**config.mk**
```make
export PLATFORM = sky130hd
export DESIGN_NAME = rw_turn_arbiter
export DESIGN_NICKNAME = d
export VERILOG_FILES = /design/src/rtl/rwta_pkg.sv /design/src/rtl/rwta_datapath.sv /design/src/rtl/rwta_control.sv /design/src/rtl/rw_turn_arbiter.sv
export SDC_FILE = /design/constraint.sdc
export NUM_CORES = 1
export LEC_CHECK = 0
export ABC_AREA = 0
export BUFFER_PORTS_ARGS = -buffer_cell sky130_fd_sc_hd__clkbuf_2
export CAP_MARGIN = 20
export CORE_ASPECT_RATIO = 1.25
export CORE_MARGIN = 2
export CORE_UTILIZATION = 50
export CTS_CLUSTER_SIZE = 28
export DETAILED_ROUTE_END_ITERATION = 16
export GPL_ROUTABILITY_DRIVEN = 0
export GPL_TIMING_DRIVEN = 0
export PLACE_DENSITY = 0.7
export SYNTH_ARGS = -nofsm -noshare
export SYNTH_HDL_FRONTEND = slang
export SYNTH_SLANG_ARGS = --single-unit
```
**constraint.sdc**
```tcl
create_clock -name clk -period 4.6 [get_ports clk]
set_clock_uncertainty 0.2 [all_clocks]
set_input_delay 0 -clock clk [delete_from_list [all_inputs] [get_ports clk]]
set_output_delay 0 -clock clk [all_outputs]
set_load 0.02 [all_outputs]
```
**src/rtl/rwta_pkg.sv**
```systemverilog
package rwta_pkg;
  typedef struct packed {
    logic rdPush;
    logic rdPop;
    logic wrPush;
    logic wrPop;
  } rwta_strobe_t;
endpackage

```
**src/rtl/rwta_datapath.sv**
```systemverilog
module rwta_datapath
  import rwta_pkg::*;
#(
  parameter int WQ_DEPTH = 8,
  parameter int RQ_DEPTH = 4,
  parameter int AW       = 16,
  localparam int WL_W    = $clog2(WQ_DEPTH + 1),
  localparam int RL_W    = $clog2(RQ_DEPTH + 1)
) (
  input  logic            clk,
  input  logic            rstN,
  input  rwta_strobe_t    strb,
  input  logic [AW-1:0]   wrAddr,
  input  logic [AW-1:0]   rdAddr,
  output logic            wrHitHead,
  output logic            wrHitRest,
  output logic            rdHit,
  output logic [WL_W-1:0] wrLevel,
  output logic [RL_W-1:0] rdLevel
);
  logic [AW-1:0]       entAddr [WQ_DEPTH];
  logic [WQ_DEPTH-1:0] entVld;
  logic [WL_W-1:0]     slot;

  always_comb begin
    wrHitHead = entVld[0] && (entAddr[0] == wrAddr);
    wrHitRest = 1'b0;
    rdHit     = 1'b0;
    for (int i = 0; i < WQ_DEPTH; i++) begin
      if (entVld[i] && entAddr[i] == rdAddr) rdHit = 1'b1;
      if (i > 0 && entVld[i] && entAddr[i] == wrAddr) wrHitRest = 1'b1;
    end
    slot = wrLevel - WL_W'(strb.wrPop);
  end

  always_ff @(posedge clk) begin
    if (!rstN) begin
      entVld  <= '0;
      wrLevel <= '0;
      rdLevel <= '0;
      for (int i = 0; i < WQ_DEPTH; i++) entAddr[i] <= '0;
    end else begin
      if (strb.wrPop) begin
        for (int i = 0; i < WQ_DEPTH - 1; i++) begin
          entVld[i]  <= entVld[i+1];
          entAddr[i] <= entAddr[i+1];
        end
        entVld[WQ_DEPTH-1] <= 1'b0;
      end
      if (strb.wrPush) begin
        entVld[slot]  <= 1'b1;
        entAddr[slot] <= wrAddr;
      end
      wrLevel <= wrLevel + WL_W'(strb.wrPush) - WL_W'(strb.wrPop);
      rdLevel <= rdLevel + RL_W'(strb.rdPush) - RL_W'(strb.rdPop);
    end
  end
endmodule

```
**src/rtl/rwta_control.sv**
```systemverilog
module rwta_control
  import rwta_pkg::*;
#(
  parameter int WQ_DEPTH = 8,
  parameter int RQ_DEPTH = 4,
  parameter int HI_PCT   = 75,
  parameter int LO_PCT   = 25,
  parameter int MIN_WR   = 2,
  parameter int CS_DLY   = 2,
  parameter int RTW_DLY  = 1,
  parameter int DLY_W    = 4,
  parameter int PH_W     = 8,
  localparam int WL_W    = $clog2(WQ_DEPTH + 1),
  localparam int RL_W    = $clog2(RQ_DEPTH + 1)
) (
  input  logic             clk,
  input  logic             rstN,
  input  logic             rdReqValid,
  input  logic             wrReqValid,
  input  logic             rdIssue,
  input  logic             wrIssue,
  input  logic             wrHitHead,
  input  logic             wrHitRest,
  input  logic             rdHit,
  input  logic [WL_W-1:0]  wrLevel,
  input  logic [RL_W-1:0]  rdLevel,
  output rwta_strobe_t     strb,
  output logic             busIsWrite,
  output logic             rdAccept,
  output logic             rdForward,
  output logic             rdRetry,
  output logic             wrAccept,
  output logic             wrMerge,
  output logic             wrRetry,
  output logic [DLY_W-1:0] turnDelay,
  output logic [PH_W-1:0]  phaseCnt
);
  localparam int HI_MARK = WQ_DEPTH * HI_PCT / 100;
  localparam int LO_MARK = WQ_DEPTH * LO_PCT / 100;
  localparam logic [WL_W-1:0] HI_L = WL_W'(HI_MARK);
  localparam logic [WL_W-1:0] LO_L = WL_W'(LO_MARK);
  localparam logic [WL_W-1:0] WFULL = WL_W'(WQ_DEPTH);
  localparam logic [RL_W-1:0] RFULL = RL_W'(RQ_DEPTH);
  localparam logic [DLY_W-1:0] TO_RD = DLY_W'(CS_DLY);
  localparam logic [DLY_W-1:0] TO_WR = DLY_W'((RTW_DLY < CS_DLY) ? RTW_DLY : CS_DLY);
  localparam logic [PH_W-1:0] MIN_L = PH_W'(MIN_WR);

  generate
    if (LO_PCT >= HI_PCT) begin : g_bad_marks
      $error("low watermark percentage must be below the high one");
    end
  endgenerate

  logic rdPend, wrPend, goWr, goRd, issued;

  always_comb begin
    rdAccept    = rdReqValid && (rdLevel != RFULL);
    rdForward   = rdAccept && rdHit;
    wrAccept    = wrReqValid && (wrLevel != WFULL);
    strb.wrPop  = wrIssue && busIsWrite && (wrLevel != '0);
    strb.rdPop  = rdIssue && !busIsWrite && (rdLevel != '0);
    wrMerge     = wrAccept && (wrHitRest || (wrHitHead && !strb.wrPop));
    strb.wrPush = wrAccept && !wrMerge;
    strb.rdPush = rdAccept && !rdHit;
    rdRetry     = rdPend && (rdLevel != RFULL);
    wrRetry     = wrPend && (wrLevel != WFULL);
    goWr = !busIsWrite && (wrLevel != '0) &&
           ((wrLevel >= HI_L) || ((rdLevel == '0) && (wrLevel >= LO_L)));
    goRd = busIsWrite && ((wrLevel == '0) || ((wrLevel < LO_L) && (phaseCnt >= MIN_L)));
    issued = strb.wrPop || strb.rdPop;
  end

  always_ff @(posedge clk) begin
    if (!rstN) begin
      busIsWrite <= 1'b0;
      phaseCnt   <= '0;
      turnDelay  <= '0;
      rdPend     <= 1'b0;
      wrPend     <= 1'b0;
    end else begin
      rdPend <= (rdPend && !rdRetry) || (rdReqValid && !rdAccept);
      wrPend <= (wrPend && !wrRetry) || (wrReqValid && !wrAccept);
      if (goWr || goRd) begin
        busIsWrite <= goWr;
        phaseCnt   <= '0;
        turnDelay  <= goRd ? TO_RD : TO_WR;
      end else if (issued) begin
        if (phaseCnt != '1) phaseCnt <= phaseCnt + 1'b1;
        turnDelay <= '0;
      end
    end
  end
endmodule

```
**src/rtl/rw_turn_arbiter.sv**
```systemverilog
module rw_turn_arbiter
  import rwta_pkg::*;
#(
  parameter int WQ_DEPTH = 8,
  parameter int RQ_DEPTH = 4,
  parameter int AW       = 16,
  parameter int HI_PCT   = 75,
  parameter int LO_PCT   = 25,
  parameter int MIN_WR   = 2,
  parameter int CS_DLY   = 2,
  parameter int RTW_DLY  = 1,
  parameter int DLY_W    = 4,
  parameter int PH_W     = 8,
  localparam int WL_W    = $clog2(WQ_DEPTH + 1),
  localparam int RL_W    = $clog2(RQ_DEPTH + 1)
) (
  input  logic             clk,
  input  logic             rstN,
  input  logic             rdReqValid,
  input  logic [AW-1:0]    rdReqAddr,
  input  logic             wrReqValid,
  input  logic [AW-1:0]    wrReqAddr,
  input  logic             rdIssue,
  input  logic             wrIssue,
  output logic             busIsWrite,
  output logic             rdAccept,
  output logic             rdForward,
  output logic             rdRetry,
  output logic             wrAccept,
  output logic             wrMerge,
  output logic             wrRetry,
  output logic [DLY_W-1:0] turnDelay,
  output logic [RL_W-1:0]  rdLevel,
  output logic [WL_W-1:0]  wrLevel,
  output logic [PH_W-1:0]  phaseCnt
);
  rwta_strobe_t strb;
  logic wrHitHead, wrHitRest, rdHit;

  rwta_datapath #(.WQ_DEPTH(WQ_DEPTH), .RQ_DEPTH(RQ_DEPTH), .AW(AW)) u_dp (
    .clk(clk), .rstN(rstN), .strb(strb), .wrAddr(wrReqAddr), .rdAddr(rdReqAddr),
    .wrHitHead(wrHitHead), .wrHitRest(wrHitRest), .rdHit(rdHit),
    .wrLevel(wrLevel), .rdLevel(rdLevel)
  );

  rwta_control #(
    .WQ_DEPTH(WQ_DEPTH), .RQ_DEPTH(RQ_DEPTH), .HI_PCT(HI_PCT), .LO_PCT(LO_PCT),
    .MIN_WR(MIN_WR), .CS_DLY(CS_DLY), .RTW_DLY(RTW_DLY), .DLY_W(DLY_W), .PH_W(PH_W)
  ) u_ctl (
    .clk(clk), .rstN(rstN), .rdReqValid(rdReqValid), .wrReqValid(wrReqValid),
    .rdIssue(rdIssue), .wrIssue(wrIssue), .wrHitHead(wrHitHead), .wrHitRest(wrHitRest),
    .rdHit(rdHit), .wrLevel(wrLevel), .rdLevel(rdLevel), .strb(strb),
    .busIsWrite(busIsWrite), .rdAccept(rdAccept), .rdForward(rdForward), .rdRetry(rdRetry),
    .wrAccept(wrAccept), .wrMerge(wrMerge), .wrRetry(wrRetry),
    .turnDelay(turnDelay), .phaseCnt(phaseCnt)
  );
endmodule

```
== After elaboration in Yosys (flattened, before gate mapping) ==
Memories as Yosys holds them, arrays and structs flattened.
Index checks and enable logic that the tools add are counted.
Operators by class
  add/subtract/negate cells: 6
  order comparisons: 6
  eq/ne operators: 19
  multiplexer cells: 40
  bitwise logic cells: 9
  reductions and logical operators: 62
Operator list (count)
  $eq A16 B16 Y1: 16
  $mux W16: 8
  $logic_and A1 B1 Y1: 39
  $mux W1: 24
  $mux W8: 3
  $reduce_or A16 Y1: 1
  $add A8 B1 Y8 const B: 1
  $ge A8 B2 Y1 const B: 1
  $logic_not A1 Y1: 8
  $mux W4: 2
  $ne A8 B8 Y1 const B: 1
  $or A8 B8 Y8: 1
  $sub A4 B1 Y4: 2
  $logic_or A1 B1 Y1: 7
  $or A1 B1 Y1: 7
  $add A4 B1 Y4: 1
  $ge A4 B1 Y1 const B: 1
  $ge A4 B2 Y1 const B: 1
  $ge A4 B3 Y1 const B: 1
  $logic_not A4 Y1: 1
  $lt A4 B2 Y1 const B: 1
  $lt A4 B4 Y1 const B: 1
  $ne A4 B4 Y1 const B: 1
  $reduce_bool A4 Y1: 1
  12 further kinds: 12
Word-level totals
  register bits after elaboration: 30
  RAM bits: 128
  output and inout port bits: 26
  memories: 1
Memory list
  u_dp.entAddr: depth 8, width 16, read ports 8, clocked after Yosys merged registers in 0, wr ports 8, line rwta_datapath.sv:21  | logic [AW-1:0] entAddr [WQ_DEPTH];

== Logic depth before layout (Yosys ltp) ==
Gate-level depths: netlist of run 1.
An unclocked memory read counts as a cell.
  depth in word-level cells: 19
  gate-level depth with buffers: 15
  gate-level depth less buffers: 15

== Cells and area by module ==
From an unflattened synthesis of run 1, not the netlist that was laid out.
Unflattened totals
  cell total of the unflattened synthesis: 1142
  area total of the unflattened synthesis: 10332.4 sq um
By module, submodules not included
  rwta_datapath: instances 1, cells an instance 1046, area each 9547.9 sq um, sequential area each 3983.8 sq um
  rwta_control: instances 1, cells an instance 96, area each 784.5 sq um, sequential area each 260.2 sq um

== Worst setup path before layout of run 1 ==
Ideal clock, no wire load.
  path kind: reg-to-reg
  start: register u_dp.wrLevel[2]
  end: memory u_dp.entAddr[3][0], enable pin
  library setup time: 0.435 ns
  arrival: 3.944 ns
  slack: 0.020 ns
  stages on the path, launching flop included: 9
  cell sequence: dfxtp_1 inv_1 ha_1 nor3b_1 nor2_1 buf_1 ha_1 ha_1 o41ai_1
RTL lines
  from (decl): line rwta_datapath.sv:18  | output logic [WL_W-1:0] wrLevel,
  from (signal assigned): line rwta_datapath.sv:54  | wrLevel <= wrLevel + WL_W'(strb.wrPush) - WL_W'(strb.wrPop);
  to (decl): line rwta_datapath.sv:21

==> impl_metrics.yaml, run 1 <==
die:
  die-area_um2: 22100
  core_area_um2: 20700
  pin_count: 64
  fp.dieW_um: 133
  initial_utilization_pct: 50.7
  die_h_um: 166
  rows: 59
grt:
  grt_max_degree: 17
  grt_pass1_vias: 7974
  antenna_found_initial: 0
  grt_pass1_wl_um: 49600
  grt_overflow_total: 0
  track_usage_pct: 30.8
worst_setup_path:
  setup.worst_path.end_class: "flop"
  r2r_setup_slack_ps: 260
  arrival_ps: 4210
  cp.required_ps: 4470
  startpoint_type: "flop"
  critPathKind: "flop to flop"
  r2r_start: "u_dp.wrLevel[2]$_SDFF_PN0_"
  worstReg2RegEnd: "u_dp.entAddr[6][1]$_DFFE_PP_"
  cp_max_fo: 16
  r2r_cells: 12
min_path:
  hold_end: "u_ctl.turnDelay[1]$_SDFFE_PN0P_"
  min_path_type: "input pin to flop"
  min_path_cells: 5
  min_from: "rdIssue"
synthesis:
  yosys.area.top_type: "edfxtp_1"
  synth_edf_count: 112
  synth.avg_cell_area_um2: 10.5
  syn_inst: 1000
  ys.flop_type: "edfxtp_1"
  yosysTopAreaCellShare_pct: 32.1
  synth_area_leaders: "edfxtp_1 (32%), xnor2_1 (13%), xor2_1 (9.3%)"
  ys_seq_area_share_pct: 40.5
  yosysUniqueCellTypes: 47
  ys_ff_latch: 156
  postSynth.asyncResetShare_pct: 0
  syn_area_um2: 10500
  yosysWarnings: 0
power:
  ir_drop_mv: 0.283
  p_per_area_nw_per_um2: 413
  p_leak_uw: 0.00487
clock_network:
  root_buffer: "clkbuf_16"
  insertion_delay_ps: 440
  clk_pin_slew_ps: 70
  post_cts_buffers: 0
  clock_path_buffers: 2
  clkSinkCount: 156
  htreeDepth: 4
  cts_tree: "yes"
  cts_inserted_buffers: 17
layout:
  fin_cells: 1373
  antennaDiodeCount: 0
  syn2layout_area_growth_pct: 13.3
  drive_above_1_share_pct: 14.3
  fillers: 1808
  layout.nets: 1143
  register_area_um2: 4240
  multi_input_area_um2: 5730
detailed_routing:
  vias: 8104
  dr.pass1.iters: 5
  ant_nets: 0
  first_iter_violations: 844
  drc: 0
  via_per_inst: 5.90
  wl_per_cell_um: 24.4
  wl_um: 33600
placement:
  hpwl_um: 23500
  dp.cells: 1322
  port_buffers: 45
timing:
  hold_slack_ps: 54.1
  fmax_ghz: 0.230
  slew_violations: 0
  timing.final.crit_share_pct: 94.4
  post-route-min-period_ps: 4340
  tightest_slew_ps: 1200
  rsz0062_at_grt: "false"
  setup_viol: 0
  slew_headroom_pct: 19.9
  final-hold-violation-count: 0
outcome:
  status: "completed"
run:
  max-cap-violations: 0
cells in the mapped netlist, types with 25 or more instances:
cell and count:
and2_1 25, clkbuf_1 31, dfxtp_1 44, edfxtp_1 112
inv_1 30, mux2_2 31, mux2i_1 96, nand2_1 130
nand4_1 38, nor4_1 35, xnor2_1 157, xor2_1 111
state kept, by name, indices dropped and copies added (netlist names):
name / flops
u_dp.entAddr: 128
u_ctl.phaseCnt: 8
u_dp.entVld: 8
u_dp.wrLevel: 4
u_dp.rdLevel: 3
u_ctl.turnDelay: 2
u_ctl.busIsWrite: 1
u_ctl.rdPend: 1
u_ctl.wrPend: 1
layer usage:
layer  vias to the layer above  track usage [%]  part of all wire, %  wire length (um)
met5                         -                0                    0                 0
met4                         0             18.0                  6.9              2320
met3                       138             6.81                  8.1              2730
met2                       464             49.1                   46             15400
met1                      3887             38.2                   39             13100
li1                       3615                -                    -                 -
layout make-up:
class | count | area share (%)
tap | 274 | 2.89
sequential | 156 | 35.8
inverter | 30 | 0.949
timing repair buffer | 66 | 3.63
clock inverter | 9 | 0.590
clock buffer | 23 | 4.40
multi-input combinational | 749 | 48.3
buffer | 66 | 3.53
cell usage in the layout, fill, tap and decap left out, drive strengths merged, types with 36 or more instances in the layout:
master	synthesis	layout
dfxtp	44	44
edfxtp	112	112
xnor2	157	157
nand4	38	38
inv	30	36
nand2	130	130
mux2	39	39
xor2	111	111
clkbuf	31	99
mux2i	96	96
buf	35	37
critical path, stage by stage (launching register included):
cell,delay [ps]
dfxtp_1,460
inv_1,180
ha_1,280
nor3b_1,180
nor2_1,190
buf_1,480
ha_1,280
ha_1,290
nand3b_1,200
or4_4,430
buf_6,160
buf_6,150
nand2_1,490
how the worst max path moves through the flow:
stage | startpoint | slack, ps | depth (start not counted) | end
5_1_grt | u_dp.wrLevel[2]$_SDFF_PN0_ | 10 | 12 | u_dp.entAddr[6][1]$_DFFE_PP_
4_1_cts | u_dp.wrLevel[2]$_SDFF_PN0_ | 100 | 12 | u_dp.entAddr[2][0]$_DFFE_PP_
6_report | u_dp.wrLevel[2]$_SDFF_PN0_ | 260 | 12 | u_dp.entAddr[6][1]$_DFFE_PP_
3_3_place_gp | u_dp.wrLevel[2]$_SDFF_PN0_ | -860 | 8 | u_dp.entAddr[3][6]$_DFFE_PP_
3_5_place_dp | u_dp.wrLevel[2]$_SDFF_PN0_ | 120 | 12 | u_dp.entAddr[2][4]$_DFFE_PP_
2_1_floorplan | u_dp.wrLevel[2]$_SDFF_PN0_ | 20 | 8 | u_dp.entAddr[3][0]$_DFFE_PP_
cell families after synthesis:
family          count (synthesis)  share of synthesized area [%]
simple gates                  290                           13.7
xor+xnor                      268                           22.4
flops                         156                           40.5
mux                           135                           13.6
buf+inv                        96                           5.07
compound gates                 35                           2.22
fa+ha+maj                      19                           2.41
other cells                     1                         0.0358
power by group:
part	total (uW)	switching, uW	internal, uW
clock network	1430	620	812
registers	2070	280	1790
logic	1410	809	597
total	4910	1710	3200
what timing repair did:
item,4_1_cts,5_1_grt
gates resized for setup,0,6
hold buffers,19,0
setup endpoints to repair,0,89
hold endpoints to repair,31,0
stage by stage:
stage / utilization, % / cell area [um2] / worst slack, ps / total power (uW) / setup TNS (ps)
floorplan: - / 10500 / 20.4 / 3030 / 0
global placement: 53.5 / 11100 / -862 / 3420 / -13780
detailed placement: 53.6 / 11100 / 119 / 3450 / 0
CTS: 57.4 / 11900 / 103 / 4870 / 0
global route: 57.4 / 11900 / 12.3 / 5090 / 0
finish: 57.4 / 11900 / 257 / 4910 / 0
(Power assumes the default switching activity.)
==> run 2, diff against run 1 <==
Clock period 4.6 ns to 3.9 ns, I/O delays scaled along.
==> impl_metrics.yaml, run 2 (synthesized netlist as in run 1, its figures left out) <==
worst_setup_path:
  endpoint: "u_dp.entAddr[0][12]$_DFFE_PP_"
  worstReg2RegEnd: "u_dp.entAddr[0][12]$_DFFE_PP_"
  setup.worst_path.end_class: "flop"
  path_common_cell: "or4_1"
  cp.required_ps: 3820
  critPathKind: "flop to flop"
  cp_slowest_cell: "or4_1"
  r2r_cells: 12
  r2r_setup_slack_ps: 120
  path_cells: "inv_1 > ha_2 > nor3b_2 > nor2_1 > nor3_1 > a32o_1 > or4_1 > buf_2 > or4_1 > buf_4 > buf_6 > nand2_2"
  cpPeakStageDelay_ps: 530
  cp_max_fo: 11
  critical_path.startpoint: "u_dp.wrLevel[2]$_SDFF_PN0_"
  arrival_ps: 3700
  startpoint_type: "flop"
  r2r_start: "u_dp.wrLevel[2]$_SDFF_PN0_"
timing:
  slew_headroom_pct: -7.70
  tightest_slew_ps: 1620
  final-hold-violation-count: 0
  timing.final.crit_share_pct: 96.9
  slew_violations: 10
  fmax_ghz: 0.265
  layout_setup_ws_ps: 120
  setup_viol: 0
  rsz0062_at_grt: "false"
  post-route-min-period_ps: 3780
clock_network:
  cts_tree: "yes"
  insertion_delay_ps: 440
  root_buffer: "clkbuf_16"
  clock_path_buffers: 2
  htreeDepth: 4
  clkSinkCount: 156
  cts_inserted_buffers: 17
  clk_pin_slew_ps: 70
die:
  fp.dieW_um: 133
  initial_utilization_pct: 50.7
  die-area_um2: 22100
  die_h_um: 166
  pin_count: 64
  rows: 59
  core_area_um2: 20700
power:
  p_per_area_nw_per_um2: 486
  ir_drop_mv: 0.367
  power_uw: 5850
  p_leak_uw: 0.00492
detailed_routing:
  via_per_inst: 5.96
  vias: 8199
  drc: 0
  wl_um: 34500
  first_iter_violations: 863
  ant_nets: 0
  wl_per_cell_um: 25.1
  dr.pass1.iters: 7
layout:
  antennaDiodeCount: 0
  mostFrequentLayoutCells: "xnor2_1 (157), nand2_1 (124), edfxtp_1 (112), xor2_1 (110), mux2i_1 (96)"
  drive_above_1_share_pct: 15.2
  fin_cells: 1375
  final_common_cell: "xnor2_1"
  layout.nets: 1146
  final_util_pct: 58.2
  fillers: 1747
  top_regs: "u_dp.entAddr (128), u_ctl.phaseCnt (8), u_dp.entVld (8)"
  design_area_um2: 12000
  top_register: "u_dp.entAddr"
  largest_register_ffs: 128
  syn2layout_area_growth_pct: 14.7
placement:
  hpwl_um: 23900
  place_worst_setup_slack_ps: -691
  dpl_cell_area_um2: 11100
  dp.cells: 1321
  port_buffers: 45
grt:
  antenna_found_initial: 0
  track_usage_pct: 31.2
  grt_pass1_vias: 8122
  grt_max_degree: 17
  grt_pass1_wl_um: 50400
  grt_overflow_total: 0
outcome:
  status: "finished, violations left"
  violations: "capacitance limit, slew limit"
min_path:
  min_path_type: "input pin to flop"
run:
  max-cap-violations: 1
==> run 2: through the flow <==
stage          TNS, ps  hold WS (ps)
6_report             0          40.9
5_1_grt              0           118
4_1_cts              0          33.6
3_5_place_dp    -67910          73.7
3_3_place_gp    -68710          68.7
2_1_floorplan    -5500         -37.4
==> run 2: routing by layer <==
layer / share of wire [%] / wire length (um) / GRT usage [%] / vias to the layer above
li1: - / - / - / 3627
met1: 38 / 12900 / 38.2 / 3910
met2: 46 / 15800 / 50.6 / 516
met3: 9.2 / 3170 / 6.65 / 146
met4: 7.5 / 2590 / 18.4 / 0
met5: 0 / 0 / 0 / -
==> run 2: area by class of cell <==
class | count | area, um2 | share of cell area (%)
Clock buffer | 25 | 543 | 4.52
Sequential cell | 156 | 4250 | 35.3
Tap cell | 274 | 343 | 2.85
Clock inverter | 6 | 46.3 | 0.385
Buffer | 66 | 435 | 3.62
Timing Repair Buffer | 68 | 449 | 3.74
Inverter | 30 | 113 | 0.937
Multi-Input combinational cell | 750 | 5850 | 48.6
==> run 2: what timing repair did <==
| action | in CTS | in global routing |
|---|---|---|
| pin swaps | 0 | 1 |
| resized for setup | 16 | 21 |
| buffers inserted | 0 | 3 |
| gates cloned | 0 | 1 |
| setup endpoints to repair | 174 | 133 |
| endpoints found under the hold margin | 32 | 0 |
| hold buffers | 19 | 0 |
==> run 2: power by group <==
part           total (uW)  switching [uW]  internal, uW
registers            2450             336          2110
logic                1710             981           728
clock network        1690             719           973
==> run 2: how the worst min path moves through the flow <==
stage,startpoint,to,depth (start not counted)
after floorplan,rdReqValid,u_ctl.rdPend$_SDFF_PN0_,2
after global placement,rdReqValid,u_ctl.rdPend$_SDFF_PN0_,3
after detailed placement,rdReqValid,u_ctl.rdPend$_SDFF_PN0_,3
after CTS,rdIssue,u_ctl.turnDelay[1]$_SDFFE_PN0P_,5
after global routing,rdIssue,u_ctl.turnDelay[0]$_SDFFE_PN0P_,5
final,rdIssue,u_ctl.turnDelay[1]$_SDFFE_PN0P_,5
==> run 2: critical path, delay by kind of cell (launching register included) <==
family	cells	cell delay [ps]
compound gates	1	240
fa+ha+maj	1	240
buf+inv	4	730
flops	1	400
simple gates	6	1650
